## src/rtl/ifs_gap_pkg.sv

```systemverilog
package ifs_gap_pkg;
  localparam int unsigned CFG_W     = 8;
  localparam int unsigned EXTRA_SYM = 6;
  localparam int unsigned CNT_MAX   = (1 << CFG_W) - 1 + EXTRA_SYM;
  localparam int unsigned CNT_W     = $clog2(CNT_MAX + 1);
  typedef logic [CNT_W-1:0] gap_cnt_t;
endpackage

```

## src/rtl/ifs_rst_sync.sv

```systemverilog
module ifs_rst_sync #(
  parameter int unsigned STAGES = 2
) (
  input  logic clk,
  input  logic rst_in_n,
  output logic rst_out_n
);
  logic [STAGES-1:0] sync_q;
  logic [STAGES-1:0] sync_d;

  always_comb begin
    sync_d = {sync_q[STAGES-2:0], 1'b1};
  end

  always_ff @(posedge clk or negedge rst_in_n) begin
    if (!rst_in_n) sync_q <= '0;
    else           sync_q <= sync_d;
  end

  assign rst_out_n = sync_q[STAGES-1];
endmodule

```

## src/rtl/ifs_gap_counter.sv

```systemverilog
module ifs_gap_counter
  import ifs_gap_pkg::*;
#(
  parameter int unsigned W_CFG = CFG_W,
  parameter int unsigned EXTRA = EXTRA_SYM
) (
  input  logic             clk,
  input  logic             rst_n,
  input  logic             sym_tick,
  input  logic             load,
  input  logic [W_CFG-1:0] cfg,
  output logic             zero,
  output logic             eof_pulse
);
  localparam int unsigned LOCAL_MAX = (1 << W_CFG) - 1 + EXTRA;
  localparam int unsigned LOCAL_W   = $clog2(LOCAL_MAX + 1);

  logic [LOCAL_W-1:0] cnt_q, cnt_d;
  logic               cnt_en;
  logic               eof_q;

  always_comb begin
    cnt_en = load | (sym_tick & (cnt_q != '0));
    if (load) cnt_d = LOCAL_W'(cfg) + LOCAL_W'(EXTRA);
    else      cnt_d = cnt_q - LOCAL_W'(1);
  end

  always_ff @(posedge clk or negedge rst_n) begin
    if (!rst_n) begin
      cnt_q <= '0;
      eof_q <= 1'b0;
    end else begin
      eof_q <= load;
      if (cnt_en) cnt_q <= cnt_d;
    end
  end

  assign zero      = (cnt_q == '0);
  assign eof_pulse = eof_q;
endmodule

```

## src/rtl/ifs_req_gate.sv

```systemverilog
module ifs_req_gate (
  input  logic clk,
  input  logic rst_n,
  input  logic sym_tick,
  input  logic gap_zero,
  input  logic frame_end,
  input  logic start_req,
  output logic grant
);
  logic pend_q, pend_d;
  logic grant_q, fire;
  logic want;

  always_comb begin
    want   = pend_q | start_req;
    fire   = sym_tick & gap_zero & ~frame_end & want;
    pend_d = want & ~fire;
  end

  always_ff @(posedge clk or negedge rst_n) begin
    if (!rst_n) begin
      pend_q  <= 1'b0;
      grant_q <= 1'b0;
    end else begin
      pend_q  <= pend_d;
      grant_q <= fire;
    end
  end

  assign grant = grant_q;
endmodule

```

## src/rtl/ifs_gap_enforcer.sv

```systemverilog
module ifs_gap_enforcer
  import ifs_gap_pkg::*;
#(
  parameter int unsigned GAP_CFG_W = CFG_W,
  parameter int unsigned GAP_EXTRA = EXTRA_SYM,
  parameter int unsigned RST_STAGES = 2
) (
  input  logic                 clk,
  input  logic                 rst_n,
  input  logic                 sym_tick,
  input  logic                 data_done,
  input  logic                 start_req,
  input  logic [GAP_CFG_W-1:0] gap_cfg,
  output logic                 start_grant,
  output logic                 busy,
  output logic                 eof_evt
);
  logic rst_sync_n;
  logic gap_zero;

  ifs_rst_sync #(.STAGES(RST_STAGES)) u_rst (
    .clk       (clk),
    .rst_in_n  (rst_n),
    .rst_out_n (rst_sync_n)
  );

  ifs_gap_counter #(.W_CFG(GAP_CFG_W), .EXTRA(GAP_EXTRA)) u_cnt (
    .clk       (clk),
    .rst_n     (rst_sync_n),
    .sym_tick  (sym_tick),
    .load      (data_done),
    .cfg       (gap_cfg),
    .zero      (gap_zero),
    .eof_pulse (eof_evt)
  );

  ifs_req_gate u_gate (
    .clk       (clk),
    .rst_n     (rst_sync_n),
    .sym_tick  (sym_tick),
    .gap_zero  (gap_zero),
    .frame_end (data_done),
    .start_req (start_req),
    .grant     (start_grant)
  );

  assign busy = ~gap_zero;
endmodule

```

## config.mk

```make
export PLATFORM = sky130hd
export DESIGN_NAME = ifs_gap_enforcer
export DESIGN_NICKNAME = d
export VERILOG_FILES = /design/src/rtl/ifs_gap_pkg.sv /design/src/rtl/ifs_rst_sync.sv /design/src/rtl/ifs_gap_counter.sv /design/src/rtl/ifs_req_gate.sv /design/src/rtl/ifs_gap_enforcer.sv
export SDC_FILE = /design/constraint.sdc
export NUM_CORES = 1
export LEC_CHECK = 0
export BUFFER_PORTS_ARGS = -buffer_cell sky130_fd_sc_hd__buf_4
export CAP_MARGIN = 20
export CORE_MARGIN = 4
export CORE_UTILIZATION = 56
export DETAILED_ROUTE_END_ITERATION = 8
export PLACE_DENSITY = 0.81
export SETUP_SLACK_MARGIN = 0.02
export SLEW_MARGIN = 10
export SYNTH_ARGS = -nofsm -noshare
export SYNTH_HDL_FRONTEND = slang
export SYNTH_SLANG_ARGS = --single-unit
```

## constraint.sdc

```tcl
create_clock -name clk -period 3.4 [get_ports clk]
set_input_delay 0.34 -clock clk [delete_from_list [all_inputs] [get_ports clk]]
set_output_delay 0.34 -clock clk [all_outputs]
set_load 0.01 [all_outputs]
```

==> results.cfg, run 1 <==
[route]
avgViaCountPerCell = 5.90
antenna_left = 0
drt_pass1_iterations = 4
routed_wl_mm = 1.64
vias = 673
drtIter0Drc = 22
drc_errors = 0
wl_per_cell_um = 14.4

[clocking]
htree_levels = 1
cts_tree = done
cts_resized = 0
insertion_delay_ns = 0.29
clk_pin_slew_worst_paths_ns = 0.09
clock-sinks = 14
clock_path_buffers = 2
cts_buffers = 3
root_buffer = clkbuf_4

[floorplanning]
ios = 16
fp.dieW_um = 46.0
initial_utilization_pct = 60.5
rows = 13
core-area_um2 = 1330
fp.dieH_um = 46.0
die-area_um2 = 2110

[timing]
min_period_over_period_pct = 62.3
clock_skew_ns = 0.00542
max_slew_margin_pct = 63.7
worstMarginPinSlew_ns = 0.540
maxSlewViolCount = 0
min_period_ns = 2.12
setup_viol = 0
tns_ns = 0
max_freq_ghz = 0.472
rsz0062_at_grt = false
hold_viol = 0

[worst_setup_path]
worstSetupPathType = flip-flop to output pin
critPathArrivalTime_ns = 1.78
rr_worst_depth = 6
critPathMaxStageDelay_ns = 0.42
ff2ff_setup_slack_ns = 1.44
critPathCaptureType = output pin
critPathBufInv = 2
crit_path_max_fanout = 5
r2r-end = u_cnt.cnt_q[5]$_DFFE_PN0P_
crit_chain = inv_1 -> ha_1 -> nor4b_2 -> nand2_1 -> buf_4
start_kind = flip-flop
cp_slowest_cell = dfrtp_1
cp.required_ns = 3.06
r2r-start = u_cnt.cnt_q[0]$_DFFE_PN0P_
critical_path.top_delay_family = simple AND/OR/NAND/NOR gates

[synth]
synthTopCellsByCount = dfrtp_1, inv_1, nand2_1, xor2_1, nor2_1
synth_nets = 96
netlist_area_um2 = 807
synth_edf_count = 0
synth_seq_area_share_pct = 43.4
syn-instance-count = 81
synth_area_leader_cell = dfrtp_1
synth_top_area_share_pct = 43.4
synth.avg_cell_area_um2 = 9.96
synth.most_common_cell = dfrtp_1
synth.distinct_cells = 35
async_reset_ff_share_pct = 100
yosysWarnings = 0
synth_seq_cells = 14
synthTopCellsByArea = dfrtp_1, xor2_1, inv_1, o31a_1, xnor2_1
ys.flop_type = dfrtp_1

[cells_and_area]
drive_gt1_share_pct = 23.2
finalCoreUtilization_pct = 73.3
antennaDiodeCount = 0
n_fill_cell = 107
fin_area_um2 = 977
area_growth_syn_to_layout_pct = 21.1
layout.nets = 115

[place]
io_buffers = 15
hpwl_mm = 1.26
place_area_um2 = 931
place_congestion = 0.811

[pwr]
p_per_area_nw_per_um2 = 421
p_leak_nw = 0.425
totalPowerFinal_uw = 412
ir_drop_mv = 0.231

[grt]
grt_max_degree = 21
antenna_found_initial = 0
gr-total-overflow = 0
grt_pass1_wl_mm = 2.84
grt.total_usage_pct = 19.5
grt_pass1_vias = 645

[status]
status = complete, no violations

[flow_run]
max_cap_viol_count = 0

[min_path]
hold_path_class = flip-flop to asynchronous set/reset pin
[stage by stage]
step	hold WS [ns]	setup slack, ns	std cells
final	0.194	1.28	114
after detailed placement	0.124	1.45	109
after global placement	0.123	1.52	109
after CTS	0.225	1.30	114
after global routing	0.265	1.16	114
after floorplan	0.0444	1.56	81
[worst max-delay path by stage]
stage	slack (ns)	depth (start not counted)	startpoint	to
final	1.28	5	u_cnt.cnt_q[0]$_DFFE_PN0P_	busy
after floorplan	1.56	6	u_cnt.cnt_q[0]$_DFFE_PN0P_	u_cnt.cnt_q[5]$_DFFE_PN0P_
after global placement	1.52	6	u_cnt.cnt_q[0]$_DFFE_PN0P_	u_cnt.cnt_q[5]$_DFFE_PN0P_
after global routing	1.16	5	u_cnt.cnt_q[0]$_DFFE_PN0P_	busy
after detailed placement	1.45	6	u_cnt.cnt_q[0]$_DFFE_PN0P_	u_cnt.cnt_q[5]$_DFFE_PN0P_
after CTS	1.30	5	u_cnt.cnt_q[0]$_DFFE_PN0P_	busy
[worst register-to-register path: stages, from the launching register on]
cell and delay (ns):
dfrtp_1 0.41, inv_1 0.07, ha_1 0.22, nor4b_2 0.20
a2111o_1 0.48, o21a_1 0.20, o31a_1 0.27
[routing by layer]
| layer | vias to the layer above | track usage (%) | part of all wire (%) |
|---|---|---|---|
| li1 | 333 | - | - |
| met1 | 312 | 24.3 | 43 |
| met2 | 23 | 29.9 | 48 |
| met3 | 5 | 3.95 | 5.5 |
| met4 | 0 | 13.1 | 2.7 |
| met5 | - | 0 | 0 |
[cells in the final DEF (no fill, tap or decap), drive strengths merged, types with 2 or more instances in the layout]
cell / Yosys / routed
or2: 2 / 2
xnor2: 3 / 3
buf: 1 / 15
a21oi: 3 / 3
mux2i: 2 / 2
clkbuf: 1 / 4
nor2: 4 / 4
o21ai: 2 / 2
nor3: 3 / 3
o21a: 2 / 2
nor4: 3 / 3
inv: 7 / 7
nand2: 6 / 6
xor2: 5 / 5
o31a: 3 / 3
ha: 2 / 2
dfrtp: 14 / 14
nor4b: 3 / 3
[flip-flops by register name (all words and copies together) (netlist names)]
name             cells
u_cnt.eof_pulse      1
u_gate.pend_q        1
u_gate.grant         1
u_cnt.cnt_q          9
u_rst.sync_q         2
[repair_timing]
item,4_1_cts,5_1_grt
buffers inserted,0,0
hold endpoints to repair,2,0
hold buffers,1,0
[layout make-up]
type	instances	area, um2	share of cell area [%]
multi-input cells	58	423	43.3
flip-flops and latches	14	350	35.9
repair buffers	16	123	12.5
clock buffers	4	36.3	3.71
inverters	7	26.3	2.69
well taps	15	18.8	1.92
[logic make-up (layout without fill, tap and decap cells)]
family	after synthesis	after routing	synth area share (%)
multiplexers	2	2	2.48
AND/OR/NAND/NOR	24	24	17.7
other	1	1	0.465
buffers and inverters	9	27	4.19
adder cells (fa/ha/maj)	2	2	3.10
XOR/XNOR	8	8	8.68
flip-flops	14	14	43.4
AO/OA/AOI/OAI	21	21	20.0
[report_power, final]
part / switching, mW / leakage, nW / internal, mW
Combinational: 0.0389 / 0.240 / 0.0438
Sequential: 0.0234 / 0.164 / 0.183
Clock: 0.0577 / 0.0210 / 0.0653
Power figures use the tool's default switching activity.
==> run 2: changes to the inputs <==
Settings changed: CORE_UTILIZATION 56 to 47, PLACE_DENSITY 0.81 to 0.72.
Clock period 3.4 ns to 1.9 ns, I/O delays scaled along.
==> run 2 against run 1 <==
Critical path depth grew 1. Routed wire length up 7.3%. First-iteration DRC count shrank 41%. Sequential power rose by 81%. Via count grew 3.9%. Core utilization decreased by 7.7 points. Sequential share of layout area is 1.6 points lower. Cell count grew 3.5%. Clock skew grew 0.0017 ns. Global-route usage fell by 4.1 points. Non-clock buffer count rose by 3. Flip-flop and latch count stayed put. Critical path type is now flip-flop to flip-flop. Largest power group unchanged.
==> results.cfg, run 2 (synthesis results as in run 1) <==
[timing]
fin_hold_ws_ns = 0.120
max_slew_margin_pct = 66.0
setup_viol = 0
min_period_over_period_pct = 98.2
tns_ns = 0
maxSlewViolCount = 0
hold_viol = 0
min_period_ns = 1.87
worstMarginPinSlew_ns = 0.506
clock_skew_ns = 0.00713
max_freq_ghz = 0.536

[clocking]
clk_pin_slew_worst_paths_ns = 0.09
root_buffer = clkbuf_4
htree_levels = 1
clock-sinks = 14
cts_tree = done
insertion_delay_ns = 0.28
cts_buffers = 3
clock_path_buffers = 2

[cells_and_area]
largest_reg_flops = 9
largest_register = u_cnt.cnt_q
mostFrequentLayoutCell = buf_4
fin_area_um2 = 1020
area_growth_syn_to_layout_pct = 26.7
layout.nets = 118
drive_gt1_share_pct = 27.5
mostFrequentLayoutCells = buf_4, dfrtp_1, inv_1, nand2_1, xor2_1
largest_registers = u_cnt.cnt_q (9), u_rst.sync_q (2)
antennaDiodeCount = 0
finalCoreUtilization_pct = 65.6

[min_path]
holdPathEnd = u_cnt.cnt_q[0]$_DFFE_PN0P_
worstHoldStart = gap_cfg[0]
hold_depth = 3
hold_path_class = input pin to flip-flop

[grt]
grt.total_usage_pct = 15.5
grt_max_degree = 21
antenna_found_initial = 0
gr-total-overflow = 0
grt_pass1_wl_mm = 2.88
grt_pass1_vias = 652

[place]
place_congestion = 0.816
hpwl_mm = 1.29
io_buffers = 15
place_area_um2 = 947

[worst_setup_path]
ff2ff_setup_slack_ns = 0.03
crit_chain = inv_2 -> ha_4 -> nor4b_4 -> a2111o_1 -> o21a_1 -> o31a_1
critPathMaxStageDelay_ns = 0.49
worstSetupPathType = flip-flop to flip-flop
cp.required_ns = 2.06
r2r-end = u_cnt.cnt_q[5]$_DFFE_PN0P_
critPathArrivalTime_ns = 2.03
start_kind = flip-flop
rr_worst_depth = 6
crit_path_max_fanout = 5
cp_slowest_cell = a2111o_1
critPathCaptureType = flip-flop
r2r-start = u_cnt.cnt_q[1]$_DFFE_PN0P_

[pwr]
p_leak_nw = 0.441
totalPowerFinal_uw = 752
p_per_area_nw_per_um2 = 736
ir_drop_mv = 0.390

[route]
vias = 699
antenna_left = 0
routed_wl_mm = 1.76
drtIter0Drc = 13
avgViaCountPerCell = 5.92
drt_pass1_iterations = 4
drc_errors = 0
wl_per_cell_um = 14.9

[floorplanning]
fp.dieH_um = 49.4
initial_utilization_pct = 51.8
die-area_um2 = 2440
fp.dieW_um = 49.4
ios = 16
rows = 14
core-area_um2 = 1560

[flow_run]
max_cap_viol_count = 0

[status]
status = complete, no violations
==> run 2: how the worst max path moves through the flow <==
stage	startpoint	endpoint	slack, ns
2_1_floorplan	u_cnt.cnt_q[0]$_DFFE_PN0P_	u_cnt.cnt_q[5]$_DFFE_PN0P_	0.06
3_3_place_gp	u_cnt.cnt_q[1]$_DFFE_PN0P_	u_cnt.cnt_q[5]$_DFFE_PN0P_	0.06
3_5_place_dp	u_cnt.cnt_q[1]$_DFFE_PN0P_	u_cnt.cnt_q[5]$_DFFE_PN0P_	0.0001
4_1_cts	u_cnt.cnt_q[1]$_DFFE_PN0P_	busy	0.02
5_1_grt	u_cnt.cnt_q[1]$_DFFE_PN0P_	u_cnt.cnt_q[5]$_DFFE_PN0P_	-0.02
6_report	u_cnt.cnt_q[1]$_DFFE_PN0P_	u_cnt.cnt_q[5]$_DFFE_PN0P_	0.03
==> run 2: per-layer routing <==
layer | track usage, % | vias to the layer above | wire length (um) | part of all wire [%]
met5 | 0 | - | 0 | 0
li1 | - | 340 | - | -
met1 | 18.3 | 336 | 776 | 44
met2 | 26.3 | 21 | 859 | 49
met4 | 5.53 | 0 | 16 | 0.91
met3 | 4.59 | 2 | 106 | 6.0
==> run 2: power breakdown <==
group          switching [mW]  internal [mW]
Sequential             0.0448          0.327
Combinational          0.0774         0.0913
Clock                  0.0952          0.116
Total                   0.217          0.534
==> run 2: worst max-delay path: cells and delay by family (launching register included) <==
kind,cells,cell delay [ns]
AO/OA/AOI/OAI,3,0.96
flip-flops,1,0.42
adder cells (fa/ha/maj),1,0.16
AND/OR/NAND/NOR,1,0.14
buffers and inverters,1,0.06
==> run 2: stage by stage <==
stage	setup slack, ns	std cells
3_5_place_dp	0.0000996	112
6_report	0.0347	118
5_1_grt	-0.0164	118
4_1_cts	0.0225	117
2_1_floorplan	0.0624	81
3_3_place_gp	0.0624	112
==> run 2: final cells by class <==
class	instances	area, um2
Inverter	7	26.3
Tap cell	16	20.0
Multi-Input combinational cell	58	444
Timing Repair Buffer	19	145
Clock buffer	4	36.3
Sequential cell	14	350
Fill cell	131	537
==> run 2: timing repair <==
action,CTS,global route
setup buffers,0,1
hold endpoints to repair,2,0
hold buffers,1,0
pin swaps,1,4
endpoints found under the setup margin,2,6
gates resized for setup,0,4
==> run 3: changes to the inputs <==
Settings changed: SYNTH_HIERARCHICAL set to 1.
==> run 3 against run 2 <==
Non-clock buffer count increased by 7. Die area unchanged. Critical endpoint is now busy. Critical path type is now flip-flop to output pin. Clock-buffer cell count did not move. Setup slack got worse by 0.21 ns. Synthesized cell count is 1.2% higher. Area after synthesis unchanged. Combinational power rose by 12%. The run now ends with setup timing left. Total power increased by 0.42%. Core utilization rose by 4.7 points. Sequential share of layout area down 2.3 points. Highest routed layer unchanged.
==> results.cfg, run 3 <==
[status]
status = complete, but fails checks
violations = setup timing

[floorplanning]
die-area_um2 = 2440
core-area_um2 = 1560
rows = 14
initial_utilization_pct = 51.8
fp.dieW_um = 49.4
fp.dieH_um = 49.4
ios = 16

[worst_setup_path]
critPathCaptureType = output pin
r2r-start = u_cnt/cnt_q[1]$_DFFE_PN0P_
r2r-end = u_cnt/cnt_q[1]$_DFFE_PN0P_
cp.required_ns = 1.71
rr_worst_depth = 8
critPathArrivalTime_ns = 1.88
worstSetupPathType = flip-flop to output pin
ff2ff_setup_slack_ns = -0.11
crit_path_max_fanout = 2
start_kind = flip-flop

[timing]
clock_skew_ns = 0.00312
hold_viol = 0
max_freq_ghz = 0.482
rsz0062_at_grt = true
setup_viol = 2
maxSlewViolCount = 0
min_period_ns = 2.07
min_period_over_period_pct = 109
final.setup.worst_slack_ns = -0.175
tns_ns = -0.285
fin_hold_ws_ns = 0.146

[grt]
gr-max-usage-layer = met2
grt_pass1_wl_mm = 3.14
grtUsageMet3_pct = 4.28
met1_usage_pct = 20.4
grt.total_usage_pct = 17.2
grt_max_degree = 19
antenna_found_initial = 0
grt_pass1_vias = 762
gr-total-overflow = 0
grtUsageMet2_pct = 27.7

[min_path]
hold_depth = 3
holdPathEnd = u_cnt/cnt_q[0]$_DFFE_PN0P_
worstHoldStart = gap_cfg[0]
hold_path_class = input pin to flip-flop

[synth]
synth.distinct_cells = 31
synth_top_area_share_pct = 43.4
synth_area_leader_cell = dfrtp_1
synth_edf_count = 0
async_reset_ff_share_pct = 100
synth_seq_cells = 14
synthTopCellsByArea = dfrtp_1, mux2i_1, xor2_1, inv_1, nand2_1
synthTopCellsByCount = dfrtp_1, inv_1, nand2_1, mux2i_1, nor2_1
synth_nets = 97
netlist_area_um2 = 807
yosysWarnings = 6
syn-instance-count = 82
synth_seq_area_share_pct = 43.4
synth.most_common_cell = dfrtp_1
ys.flop_type = dfrtp_1
synth.avg_cell_area_um2 = 9.84

[cells_and_area]
mostFrequentLayoutCell = buf_4
n_fill_cell = 127
largest_registers = u_cnt/cnt_q (9), u_rst/sync_q (2)
drive_gt1_share_pct = 36.9
layout.nets = 127
fin_area_um2 = 1090
largest_reg_flops = 9
multiInputGateArea_um2 = 457
mostFrequentLayoutCells = buf_4, dfrtp_1, nand2_1, nor2_1, mux2i_1
seqCellArea_um2 = 350
area_growth_syn_to_layout_pct = 35.7
antennaDiodeCount = 0
fin_cells = 127
largest_register = u_cnt/cnt_q

[route]
drc_errors = 0
avgViaCountPerCell = 5.70
drtIter0Drc = 11
wl_per_cell_um = 14.0
drt_pass1_iterations = 4
vias = 724
antenna_left = 0
routed_wl_mm = 1.78

[pwr]
p_leak_nw = 0.487
ir_drop_mv = 0.524
p_per_area_nw_per_um2 = 690

[flow_run]
max_cap_viol_count = 0

[place]
io_buffers = 15
post-place-cells = 119
place_area_um2 = 988
hpwl_mm = 1.29
dp_slack_ns = 0.0247
place_congestion = 0.787

[clocking]
htree_levels = 1
clk_pin_slew_worst_paths_ns = 0.08
insertion_delay_ns = 0.28
cts_buffers = 3
clock-sinks = 14
cts_tree = done
root_buffer = clkbuf_4
clock_path_buffers = 2
## run 3: cell families after synthesis
logic type      after synthesis  share of synthesized area (%)
mux                           6                           7.44
flops                        14                           43.4
buf+inv                       8                           3.72
fa+ha+maj                     2                           3.10
compound gates               18                           15.0
xor+xnor                      6                           6.51
other cells                   1                          0.465
simple gates                 27                           20.3
## run 3: final cells by class
type / instances / share of cell area [%]
Multi-Input combinational cell: 60 / 41.7
Clock buffer: 4 / 3.31
Timing Repair Buffer: 26 / 18.7
Sequential cell: 14 / 32.0
Inverter: 7 / 2.40
Tap cell: 16 / 1.83
## run 3: layer usage
layer | routed length [um] | share of wire (%) | up-vias
li1 | - | - | 351
met4 | 31 | 1.7 | 0
met3 | 97 | 5.5 | 4
met2 | 884 | 50 | 18
met1 | 766 | 43 | 351
met5 | 0 | 0 | -
## run 3: critical path, stage by stage, from the launching register on
cell,delay [ns]
dfrtp_1,0.39
inv_2,0.08
ha_4,0.12
or4b_4,0.46
or3_4,0.35
inv_2,0.07
inv_2,0.03
buf_6,0.10
## run 3: timing repair
action / in CTS / in global routing
cloned: 0 / 0
pin swaps: 2 / 2
hold buffers: 1 / 0
buffers inserted: 2 / 1
resized for setup: 7 / 4
endpoints found under the setup margin: 2 / 4
endpoints found under the hold margin: 2 / 0
## run 3: where the power goes
| group | switching (mW) | internal [mW] | leakage, nW |
|---|---|---|---|
| registers | 0.0265 | 0.325 | 0.164 |
| logic | 0.0887 | 0.0998 | 0.302 |
| clock network | 0.0985 | 0.117 | 0.0210 |
| total | 0.214 | 0.541 | 0.487 |
## run 3: metrics by stage
step	total power [mW]	util, %
after floorplan	0.443	-
after global placement	0.517	63.4
after detailed placement	0.523	63.4
after CTS	0.753	68.4
after global routing	0.807	70.2
final	0.755	70.2
## run 3: how the worst max path moves through the flow
| stage | from | endpoint | slack (ns) | depth (start not counted) |
|---|---|---|---|---|
| floorplan | u_cnt/cnt_q[0]$_DFFE_PN0P_ | u_gate/pend_q$_DFF_PN0_ | 0.04 | 7 |
| global placement | u_cnt/cnt_q[0]$_DFFE_PN0P_ | busy | 0.06 | 7 |
| detailed placement | u_cnt/cnt_q[0]$_DFFE_PN0P_ | u_gate/pend_q$_DFF_PN0_ | 0.02 | 7 |
| CTS | u_cnt/cnt_q[1]$_DFFE_PN0P_ | busy | -0.18 | 7 |
| global route | u_cnt/cnt_q[1]$_DFFE_PN0P_ | busy | -0.25 | 7 |
| finish | u_cnt/cnt_q[1]$_DFFE_PN0P_ | busy | -0.17 | 7 |
